==> src/rtl/bec_pkg.sv <==
package bec_pkg;

    localparam int REG_W = 32;

    // Error register bit positions
    localparam int B_CRD_IE  = 15;
    localparam int B_CRD     = 14;
    localparam int B_TMO     = 12;
    localparam int B_CNF     = 8;
    localparam int B_IB_TMO  = 6;
    localparam int B_MULT    = 2;

    // Timeout-address word layout
    localparam int TA_VIRT_B = 29;
    localparam int TA_MODE_L = 30;

    localparam logic [REG_W-1:0] RD_MASK     = 32'h0000_FDFE;
    localparam logic [REG_W-1:0] WR_MASK     = 32'h0000_8000;
    localparam logic [REG_W-1:0] W1C_MASK    = 32'h0000_70C0;
    localparam logic [REG_W-1:0] TMO_GROUP   = 32'h0000_1D04; // 12, 11:10, 8, 2
    localparam logic [REG_W-1:0] IBT_GROUP   = 32'h0000_0C48; // 11:10, 6, 3
    localparam logic [REG_W-1:0] MCHK_GROUP  = 32'h0000_1D04;
    localparam logic [REG_W-1:0] TMO_BITMASK = 32'h0000_1000;

    typedef enum logic [0:0] {
        TMO_ARMED   = 1'b0,
        TMO_LATCHED = 1'b1
    } tmo_state_t;

    function automatic logic [REG_W-1:0] pack_tmo_word(
        input logic [REG_W-1:0] pa,
        input logic             virt,
        input logic [1:0]       mode
    );
        logic [REG_W-1:0] w;
        w = pa >> 2;
        if (virt) begin
            w[TA_VIRT_B]           = 1'b1;
            w[TA_MODE_L+1:TA_MODE_L] = mode;
        end
        return w;
    endfunction

endpackage

==> src/rtl/bec_tmo_fsm.sv <==
module bec_tmo_fsm
    import bec_pkg::*;
#(
    parameter int PA_W = 32
) (
    input  logic             clk,
    input  logic             rst_n,
    input  logic             tmo_evt,
    input  logic [PA_W-1:0]  tmo_paddr,
    input  logic             tmo_virt,
    input  logic [1:0]       tmo_mode,
    input  logic             clr_req,
    output logic             tmo_flag,
    output logic [REG_W-1:0] tmo_addr
);

    tmo_state_t state_q, state_d;
    logic       capture;
    logic [REG_W-1:0] pa_ext;

    assign pa_ext = REG_W'(tmo_paddr);

    always_ff @(posedge clk) begin
        if (!rst_n) state_q <= TMO_ARMED;
        else        state_q <= state_d;
    end

    always_comb begin
        state_d = state_q;
        capture = 1'b0;
        unique case (state_q)
            TMO_ARMED: begin
                if (tmo_evt) begin
                    capture = 1'b1;
                    state_d = TMO_LATCHED;   // set beats a same-cycle clear
                end
            end
            TMO_LATCHED: begin
                if (clr_req) state_d = TMO_ARMED;
            end
            default: state_d = TMO_ARMED;
        endcase
    end

    always_ff @(posedge clk) begin
        if (!rst_n)       tmo_addr <= '0;
        else if (capture) tmo_addr <= pack_tmo_word(pa_ext, tmo_virt, tmo_mode);
    end

    assign tmo_flag = (state_q == TMO_LATCHED);

endmodule

==> src/rtl/bec_status.sv <==
module bec_status
    import bec_pkg::*;
(
    input  logic             clk,
    input  logic             rst_n,
    input  logic             tmo_evt,
    input  logic             tmo_flag,
    input  logic             cnf_evt,
    input  logic             crd_evt,
    input  logic             mchk_clr,
    input  logic             wr_en,
    input  logic [REG_W-1:0] wdata,
    output logic [REG_W-1:0] status,
    output logic             crd_irq
);

    logic [REG_W-1:0] st_q, st_d, clr, set;
    logic             crd_q;

    always_comb begin
        clr = '0;
        set = '0;
        if (wr_en) begin
            clr = wdata & W1C_MASK;
            if (wdata[B_TMO])    clr = clr | TMO_GROUP;
            if (wdata[B_IB_TMO]) clr = clr | IBT_GROUP;
        end
        if (mchk_clr) clr = clr | MCHK_GROUP;

        if (tmo_evt && tmo_flag) set[B_MULT] = 1'b1;
        if (cnf_evt) begin
            if (st_q[B_CNF]) set[B_MULT] = 1'b1;
            else             set[B_CNF]  = 1'b1;
        end
        if (crd_evt) set[B_CRD] = 1'b1;

        st_d = (st_q & ~clr) | set;
        if (wr_en) st_d = (st_d & ~WR_MASK) | (wdata & WR_MASK);
        st_d = st_d & ~TMO_BITMASK;          // bit 12 lives in the FSM
    end

    always_ff @(posedge clk) begin
        if (!rst_n) begin
            st_q  <= '0;
            crd_q <= 1'b0;
        end else begin
            st_q <= st_d;
            if (wr_en) crd_q <= st_d[B_CRD_IE] & st_d[B_CRD];
        end
    end

    assign status  = (st_q & ~TMO_BITMASK) | (tmo_flag ? TMO_BITMASK : '0);
    assign crd_irq = crd_q;

endmodule

==> src/rtl/bec_req.sv <==
module bec_req (
    input  logic clk,
    input  logic rst_n,
    input  logic tmo_evt,
    input  logic tmo_is_rd,
    input  logic cnf_evt,
    output logic mchk_req,
    output logic memerr_req
);

    always_ff @(posedge clk) begin
        if (!rst_n) begin
            mchk_req   <= 1'b0;
            memerr_req <= 1'b0;
        end else begin
            mchk_req   <= cnf_evt | (tmo_evt & tmo_is_rd);
            memerr_req <= tmo_evt & ~tmo_is_rd;
        end
    end

endmodule

==> src/rtl/bus_err_capture.sv <==
module bus_err_capture
    import bec_pkg::*;
#(
    parameter int PA_W = 32
) (
    input  logic            clk,
    input  logic            rst_n,
    input  logic            tmo_evt,
    input  logic            tmo_is_rd,
    input  logic [PA_W-1:0] tmo_paddr,
    input  logic            tmo_virt,
    input  logic [1:0]      tmo_mode,
    input  logic            cnf_evt,
    input  logic            crd_evt,
    input  logic            mchk_clr,
    input  logic            reg_sel,
    input  logic            reg_wr,
    input  logic [31:0]     reg_wdata,
    output logic [31:0]     err_reg,
    output logic [31:0]     tmo_addr,
    output logic            crd_irq,
    output logic            mchk_req,
    output logic            memerr_req
);

    localparam logic SEL_ERR = 1'b0;

    logic             err_wr;
    logic             tmo_clr;
    logic             tmo_flag;
    logic [REG_W-1:0] status;

    assign err_wr  = reg_wr && (reg_sel == SEL_ERR);
    assign tmo_clr = (err_wr && reg_wdata[B_TMO]) || mchk_clr;

    bec_tmo_fsm #(.PA_W(PA_W)) u_fsm (
        .clk       (clk),
        .rst_n     (rst_n),
        .tmo_evt   (tmo_evt),
        .tmo_paddr (tmo_paddr),
        .tmo_virt  (tmo_virt),
        .tmo_mode  (tmo_mode),
        .clr_req   (tmo_clr),
        .tmo_flag  (tmo_flag),
        .tmo_addr  (tmo_addr)
    );

    bec_status u_status (
        .clk      (clk),
        .rst_n    (rst_n),
        .tmo_evt  (tmo_evt),
        .tmo_flag (tmo_flag),
        .cnf_evt  (cnf_evt),
        .crd_evt  (crd_evt),
        .mchk_clr (mchk_clr),
        .wr_en    (err_wr),
        .wdata    (reg_wdata),
        .status   (status),
        .crd_irq  (crd_irq)
    );

    bec_req u_req (
        .clk        (clk),
        .rst_n      (rst_n),
        .tmo_evt    (tmo_evt),
        .tmo_is_rd  (tmo_is_rd),
        .cnf_evt    (cnf_evt),
        .mchk_req   (mchk_req),
        .memerr_req (memerr_req)
    );

    assign err_reg = status & RD_MASK;

endmodule

==> config.mk <==
export PLATFORM = sky130hd
export DESIGN_NAME = bus_err_capture
export DESIGN_NICKNAME = d
export VERILOG_FILES = /design/src/rtl/bec_pkg.sv /design/src/rtl/bec_tmo_fsm.sv /design/src/rtl/bec_status.sv /design/src/rtl/bec_req.sv /design/src/rtl/bus_err_capture.sv
export SDC_FILE = /design/constraint.sdc
export NUM_CORES = 1
export LEC_CHECK = 0
export ABC_AREA = 1
export CAP_MARGIN = 0
export CORE_ASPECT_RATIO = 0.7
export CORE_MARGIN = 1.5
export CORE_UTILIZATION = 35
export DETAILED_ROUTE_END_ITERATION = 10
export GPL_ROUTABILITY_DRIVEN = 0
export PLACE_DENSITY = 0.92
export SLEW_MARGIN = 20
export SYNTH_ARGS = -nofsm -noshare
export SYNTH_HDL_FRONTEND = slang
export SYNTH_SLANG_ARGS = --single-unit
==> constraint.sdc <==
create_clock -name clk -period 1.4 [get_ports clk]
set_input_delay 0.28 -clock clk [delete_from_list [all_inputs] [get_ports clk]]
set_output_delay 0.28 -clock clk [all_outputs]
set_load 0.01 [all_outputs]
## After elaboration in Yosys (flattened, before gate mapping)

Cells that the tools add are included.

| storage, ports and cells | value |
|---|---|
| register bits | 68 |
| word-level logic and storage cells | 40 |

| cells by class | value |
|---|---|
| muxes and demuxes | 17 |
| bitwise operators | 12 |
| reductions and logical operators | 4 |

Operators with widths:

| operator | number |
|---|---|
| $mux W13 | 3 |
| $and A32 B32 Y32 | 1 |
| $mux W32 | 1 |
| $not A15 Y32 | 1 |
| $or A32 B15 Y32 | 1 |
| $or A32 B16 Y32 | 1 |
| $or A16 B16 Y16 | 1 |
| $mux W15 | 1 |
| $mux W12 | 1 |
| $mux W1 | 9 |
| $and A1 B1 Y1 | 3 |
| $logic_and A1 B1 Y1 | 3 |
| $mux W3 | 1 |
| $not A1 Y1 | 3 |
| $pmux W1 S2 | 1 |
| $logic_or A1 B1 Y1 | 1 |
| $or A1 B1 Y1 | 1 |

## Depth between registers and ports, before layout

Gate-level depths: netlist of run 1.

| logic depth | value |
|---|---|
| depth after elaboration | 10 |
| mapped depth | 7 |
| gate-level depth less buffers | 7 |

## Hierarchy

Synthesis of run 1 repeated with hierarchy kept, for this count alone.

| unflattened totals | value |
|---|---|
| cells, all modules | 331 |
| area, all modules | 2249.7 sq um |

By module, submodules not included:

| module | times used | cells an instance | area an instance (sq um) | sequential area each (sq um) |
|---|---|---|---|---|
| bec_tmo_fsm | 1 | 220 | 1422.6 | 660.6 |
| bec_status | 1 | 78 | 596.8 | 220.2 |
| bus_err_capture | 1 | 25 | 162.7 | 0.0 |
| bec_req | 1 | 8 | 67.6 | 40.0 |

## Worst setup path before layout of run 1

No wires, ideal clock.

| path | value |
|---|---|
| path type | reg-to-reg |
| start point | register u_fsm.state_q, in the netlist u_fsm.tmo_flag |
| end point | register u_fsm.tmo_addr[13] |
| arrival time | 807 ps |
| data required time | 1284 ps |
| setup slack | 477 ps |
| stages on the path, launching flop included | 6 |
| buffers on the path | 1 |
| period minus slack after synthesis | 923 ps |
| cell sequence | dfxtp_1 > nor2_4 > inv_2 > buf_6 > nor2_1 > nor2_1 |

| on the way | value |
|---|---|
| word-level cells in the longest chain between the ends | 1 |

RTL lines:

| item | RTL line | RTL |
|---|---|---|
| from (decl) | bec_tmo_fsm.sv:17 | `tmo_state_t state_q, state_d;` |
| from (signal assigned) | bec_tmo_fsm.sv:25 | `else state_q <= state_d;` |
| $mux W1 | bec_tmo_fsm.sv:31 | `unique case (state_q)` |
| to (signal assigned) | bec_tmo_fsm.sv:47 | `else if (capture) tmo_addr <= pack_tmo_word(pa_ext, tmo_virt, tmo_mode);` |
| to (decl) | bec_tmo_fsm.sv:14 | `output logic [REG_W-1:0] tmo_addr` |

Every way passes these cells.
A chain may end at the register's enable or synchronous reset.

## Worst setup path in the final report of run 1

| path | value |
|---|---|
| start point | register u_status.st_q[8] |
| end point | output err_reg[8] |

| on the way | value |
|---|---|
| word-level cells in the longest chain between the ends | 1 |

RTL lines:

| item | RTL line | RTL |
|---|---|---|
| from (decl) | bec_status.sv:17 | `logic [REG_W-1:0] st_q, st_d, clr, set;` |
| from (signal assigned) | bec_status.sv:47 | `st_q <= st_d;` |
| $or A16 B16 Y16 | bec_status.sv:52 | `assign status = (st_q & ~TMO_BITMASK) \| (tmo_flag ? TMO_BITMASK : '0);` |
| to (decl) | bus_err_capture.sv:19 | `output logic [31:0] err_reg,` |

Every way passes these cells.

==> impl_metrics.py, run 1 <==
metrics = {
    "status": {
        "outcome": "completed",
    },
    "placement": {
        "hpwl_um": 3450,
        "placed_area_mm2": 0.00275,
        "dp_cells": 385,
        "post-place-ws_ps": -100,
        "portBuffers": 93,
    },
    "logic_synthesis": {
        "synth_flop_cell": "dfxtp_1",
        "syn_avg_cell_area_um2": 7.92,
        "synthesis.area_mm2": 0.00179,
        "synth-edff-count": 0,
        "yosysWarnings": 0,
        "ys_types": 18,
        "async_flop_share_pct": 0,
        "seq_area_frac_synth_pct": 51.5,
        "synthCells": 226,
        "ys_seq_elements": 46,
    },
    "finish": {
        "drive_above_1_share_pct": 6.17,
        "final_common_cell": "nor2_1",
        "antenna_cells": 0,
        "final_cells": 393,
        "postLayoutCellArea_mm2": 0.00278,
        "final_cell_mix": "nor2_1, clkdlybuf4s50_1, dlygate4sd2_1, dfxtp_1, o21ai_0",
        "syn_to_final_growth_pct": 55.6,
        "nets": 399,
        "nFillCells": 445,
    },
    "route": {
        "drtAntennaViolNets": 0,
        "wl_per_cell_um": 11.4,
        "dr_total_vias": 1718,
        "drc": 0,
        "wl_um": 4500,
        "routed_via_density": 4.37,
        "first_iter_violations": 63,
        "first_pass_iters": 4,
    },
    "global_routing": {
        "globalRouteMet2Util_pct": 28.1,
        "met3_usage_pct": 6.61,
        "grt_remaining_overflow": 0,
        "track_usage_pct": 16.6,
        "top_usage_layer": "met2",
        "use_met1_pct": 19.4,
        "grt_pass1_vias": 1663,
        "grt_start_max_net_pins": 21,
        "grt_pass1_wl_um": 7280,
        "antenna_found_initial": 0,
    },
    "critical_path": {
        "endpoint_kind": "output port",
        "cp_slowest_cell": "dfxtp_1",
        "startpoint_type": "flop",
        "cp-endpoint": "err_reg[8]",
        "r2r_start": "u_fsm.tmo_flag$_SDFF_PN0_",
        "timing.rr.end": "u_fsm.tmo_addr[29]$_SDFFE_PN0P_",
        "crit_arrival_ps": 950,
        "critPathMaxFanout": 4,
        "worstSetupPathType": "flop to output port",
        "crit_family": "flip-flops",
        "required_ps": 1120,
        "rrSetupSlack_ps": 270,
        "cp.depth": 1,
        "worstPathCellList": "dlygate4sd2_1",
        "max_stage_delay_ps": 370,
        "worstRegToRegCells": 5,
        "critPathLaunch": "u_status.st_q[8]$_SDFF_PN0_",
        "critPathBufInv": 1,
    },
    "clock_network": {
        "cts_tree": "built",
        "clk_latency_ps": 290,
        "htreeDepth": 2,
        "clock-sinks": 46,
        "cts_root_buffer": "clkbuf_8",
        "clkTransAtPathRegs_ps": 80,
        "post_cts_buffers": 0,
        "cts-buffers-inserted": 5,
        "cts.path.max_buffers": 2,
    },
    "timing": {
        "period_minus_slack_ps": 1230,
        "hold_violations": 0,
        "slew_viol_final": 0,
        "setup_viol_count_final": 0,
        "fin_crit_sh_pct": 87.6,
        "fin_ws_ps": 174,
        "fin_skew_ps": 7.09,
        "fmax_mhz": 815,
        "rsz0062_at_grt": "false",
    },
    "power": {
        "total_leakage_power_nw": 1.39,
        "ir_worst_vdd_mv": 0.559,
        "total_power_mw": 2.79,
        "p_per_area_mw_per_mm2": 1000,
    },
    "die": {
        "die_h_um": 62.8,
        "pin_count": 143,
        "core_area_mm2": 0.00486,
        "start_util_pct": 36.8,
        "die_w_um": 88.5,
        "dieArea_mm2": 0.00556,
        "rows": 21,
    },
    "job": {
        "maxCapViolations": 0,
    },
    "worst_hold_path": {
        "worstHoldPathType": "flop to flop",
    },
}
## worst min-delay path: stages (launching register included)
cell,delay (ps)
dfxtp_1,320
nand2_1,50
nor2_1,40
## how the worst min path moves through the flow
stage	start	to	slack [ps]	depth (start not counted)
CTS	u_status.st_q[11]$_SDFF_PN0_	u_status.st_q[11]$_SDFF_PN0_	450	2
floorplan	tmo_is_rd	u_req.memerr_req$_SDFF_PN0_	360	1
detailed placement	u_status.st_q[11]$_SDFF_PN0_	u_status.st_q[11]$_SDFF_PN0_	440	2
global placement	u_status.st_q[11]$_SDFF_PN0_	u_status.st_q[11]$_SDFF_PN0_	420	2
global route	u_status.st_q[10]$_SDFF_PN0_	u_status.st_q[10]$_SDFF_PN0_	460	2
finish	u_status.st_q[10]$_SDFF_PN0_	u_status.st_q[10]$_SDFF_PN0_	450	2
## registers in the layout, summed over array words and instances, names as in the netlist
| name | flops |
|---|---|
| u_status.st_q | 10 |
| u_fsm.tmo_addr | 32 |
| u_fsm.tmo_flag | 1 |
| u_req.memerr_req | 1 |
| u_req.mchk_req | 1 |
| u_status.crd_irq | 1 |
## logic make-up after synthesis
kind of cell | share of synthesized area, %
compound gates | 11.7
simple gates | 20.7
flops | 51.5
other cells | 0.210
buf+inv | 15.9
## Yosys cell counts (2+ instances only)
cell	n	share of area, %
nor2_1	61	13
dfxtp_1	46	51
o21ai_0	28	7.8
buf_4	24	10
nand2_1	20	4.2
inv_1	10	2.1
nand3_1	10	2.8
a21oi_1	9	2.5
buf_2	3	0.84
buf_6	3	1.9
o21ai_1	3	0.84
clkbuf_1	2	0.42
inv_2	2	0.42
## cell type report
class	instances	area [µm²]	share of cell area, %
Multi-Input combinational cell	155	658	23.6
Sequential cell	46	921	33.1
Tap cell	69	86.3	3.10
Inverter	13	48.8	1.75
Timing Repair Buffer	102	978	35.1
Clock buffer	7	86.3	3.10
Clock inverter	1	5.00	0.180
## what timing repair did
item | in CTS | in global routing
hold buffers | 0 | 0
gates resized for setup | 46 | 0
hold endpoints to repair | 0 | 0
endpoints found under the setup margin | 46 | 0
## stage by stage
step           util [%]  hold WS (ps)  setup TNS, ps
6_report           57.3           449              0
5_1_grt            57.3           464              0
4_1_cts            57.3           447              0
3_5_place_dp       56.6           439          -1560
3_3_place_gp       56.6           423           -545
2_1_floorplan         -           359              0
## routing by layer
layer	part of all wire, %	up-vias
li1	-	859
met3	8.6	7
met5	0	-
met2	46	78
met1	45	774
met4	0.96	0
## report_power, final
part	total (mW)	internal, mW	switching (mW)
Sequential	1.43	1.40	0.0381
Combinational	0.543	0.283	0.260
Clock	0.811	0.399	0.412
(Power assumes the default switching activity.)
==> run 2: changes to the inputs <==
Settings changed: SKIP_CTS_REPAIR_TIMING set to 1.
==> run 2 against run 1 <==
First-iteration DRC count fell by 22%. Via count rose by 0.47%. Register-to-register slack got worse by 20 ps. Maximum frequency rose by 0.51%. Critical endpoint is now u_fsm.tmo_addr[29]$_SDFFE_PN0P_.
==> impl_metrics.py, run 2 (synthesis results as in run 1) <==
metrics = {
    "global_routing": {
        "track_usage_pct": 16.3,
        "grt_pass1_vias": 1646,
        "grt_remaining_overflow": 0,
        "antenna_found_initial": 0,
        "grt_pass1_wl_um": 7170,
        "grt_start_max_net_pins": 21,
    },
    "die": {
        "die_w_um": 88.5,
        "core_area_mm2": 0.00486,
        "rows": 21,
        "die_h_um": 62.8,
        "start_util_pct": 36.8,
        "pin_count": 143,
        "dieArea_mm2": 0.00556,
    },
    "power": {
        "total_power_mw": 2.83,
        "power_frac_clock_pct": 28.7,
        "total_leakage_power_nw": 1.93,
        "power_switching_share_pct": 25.3,
        "ir_worst_vdd_mv": 0.574,
        "combPwrFrac_pct": 20.6,
        "power.internal_mw": 2.11,
        "p_switching_mw": 0.716,
        "p_per_area_mw_per_mm2": 957,
        "p_seq_share_pct": 50.7,
    },
    "critical_path": {
        "max_stage_delay_ps": 500,
        "worstPathCellList": "clkdlybuf4s50_1 > inv_2 > nor2_4 > buf_4 > o21ai_0 > a21oi_1",
        "crit_family": "buffers and inverters",
        "cp_slowest_cell": "clkdlybuf4s50_1",
        "endpoint_kind": "flop",
        "required_ps": 1620,
        "critPathMaxFanout": 16,
        "crit_arrival_ps": 1440,
        "critPathBufInv": 3,
        "startpoint_type": "primary input",
        "worstSetupPathType": "primary input to flop",
    },
    "clock_network": {
        "htreeDepth": 2,
        "clkTransAtPathRegs_ps": 80,
        "cts-buffers-inserted": 5,
        "clock-sinks": 46,
        "cts_tree": "built",
        "cts_root_buffer": "clkbuf_8",
        "cts.path.max_buffers": 2,
        "clk_latency_ps": 290,
    },
    "timing": {
        "fmax_mhz": 820,
        "period_minus_slack_ps": 1220,
        "fin_ws_ps": 180,
        "hold_violations": 0,
        "rsz0062_at_grt": "false",
        "setup_viol_count_final": 0,
        "fin_skew_ps": 7.50,
        "fin_crit_sh_pct": 87.2,
        "slew_viol_final": 0,
        "holdWs_ps": 444,
    },
    "finish": {
        "nets": 399,
        "regMostFlops": "u_fsm.tmo_addr",
        "final_cells": 393,
        "syn_to_final_growth_pct": 65.2,
        "postLayoutCellArea_mm2": 0.00296,
        "largest_reg_flops": 32,
        "drive_above_1_share_pct": 6.17,
        "final_cell_mix": "nor2_1, clkdlybuf4s50_1, dlymetal6s2s_1, dfxtp_1, o21ai_0",
        "antenna_cells": 0,
        "final_common_cell": "nor2_1",
        "top_regs": "u_fsm.tmo_addr (32), u_status.st_q (10)",
        "nFillCells": 419,
    },
    "placement": {
        "post-place-ws_ps": -100,
        "dp_cells": 385,
        "hpwl_um": 3450,
        "placed_area_mm2": 0.00275,
        "portBuffers": 93,
    },
    "route": {
        "first_iter_violations": 49,
        "drc": 0,
        "wl_um": 4780,
        "first_pass_iters": 5,
        "drtAntennaViolNets": 0,
        "wl_per_cell_um": 12.2,
        "dr_total_vias": 1726,
        "routed_via_density": 4.39,
    },
    "status": {
        "outcome": "completed",
    },
    "job": {
        "maxCapViolations": 0,
    },
    "worst_hold_path": {
        "worstHoldPathType": "flop to flop",
    },
}
[run 2: cell count changes in the layout (fill, tap and decap cells not counted), sizes merged]
cell / delta
dlymetal6s2s: +46
dlygate4sd2: -46
[run 2: routing by layer]
layer / vias up / GRT usage, % / wire length, µm / share of wire (%)
li1: 860 / - / - / -
met1: 779 / 19.3 / 2010 / 42
met2: 78 / 27.6 / 2310 / 48
met3: 9 / 6.47 / 397 / 8.3
met4: 0 / 3.91 / 59 / 1.2
met5: - / 0 / 0 / 0
[run 2: worst register-to-register path, stage by stage (launching register included)]
cell and delay [ps]:
dfxtp_1 320, buf_4 140, nor2_4 130, buf_4 220
o21ai_0 120, a21oi_1 140
[run 2: final cells by class]
type	instances	area, µm²	share of cell area (%)
Sequential cell	46	921	31.1
Clock buffer	7	86.3	2.92
Clock inverter	1	5.00	0.169
Inverter	13	48.8	1.65
Tap cell	69	86.3	2.92
Timing Repair Buffer	102	1150	38.9
Multi-Input combinational cell	155	658	22.3
[run 2: power groups by stage]
stage | clock network [mW] | logic (mW) | registers, mW
after floorplan | 0 | 0.240 | 1.51
after global placement | 0 | 0.592 | 1.46
after detailed placement | 0 | 0.603 | 1.47
after CTS | 0.853 | 0.606 | 1.44
after global routing | 0.909 | 0.640 | 1.45
final | 0.812 | 0.584 | 1.43
[run 2: stage by stage]
| step | util, % | TNS (ps) |
|---|---|---|
| after floorplan | - | 0 |
| after detailed placement | 56.6 | -1560 |
| after global routing | 60.8 | 0 |
| after CTS | 58.5 | -2630 |
| final | 60.8 | 0 |
| after global placement | 56.6 | -545 |
[run 2: worst paths after layout]
path / from / depth (start not counted) / slack, ps / end
worst max-delay path: tmo_evt / 6 / 180 / u_fsm.tmo_addr[29]$_SDFFE_PN0P_
worst min register to register: u_status.st_q[11]$_SDFF_PN0_ / 2 / 440 / u_status.st_q[11]$_SDFF_PN0_
worst min-delay path: u_status.st_q[11]$_SDFF_PN0_ / 2 / 440 / u_status.st_q[11]$_SDFF_PN0_
worst max register to register: u_fsm.tmo_flag$_SDFF_PN0_ / 5 / 250 / u_fsm.tmo_addr[29]$_SDFFE_PN0P_
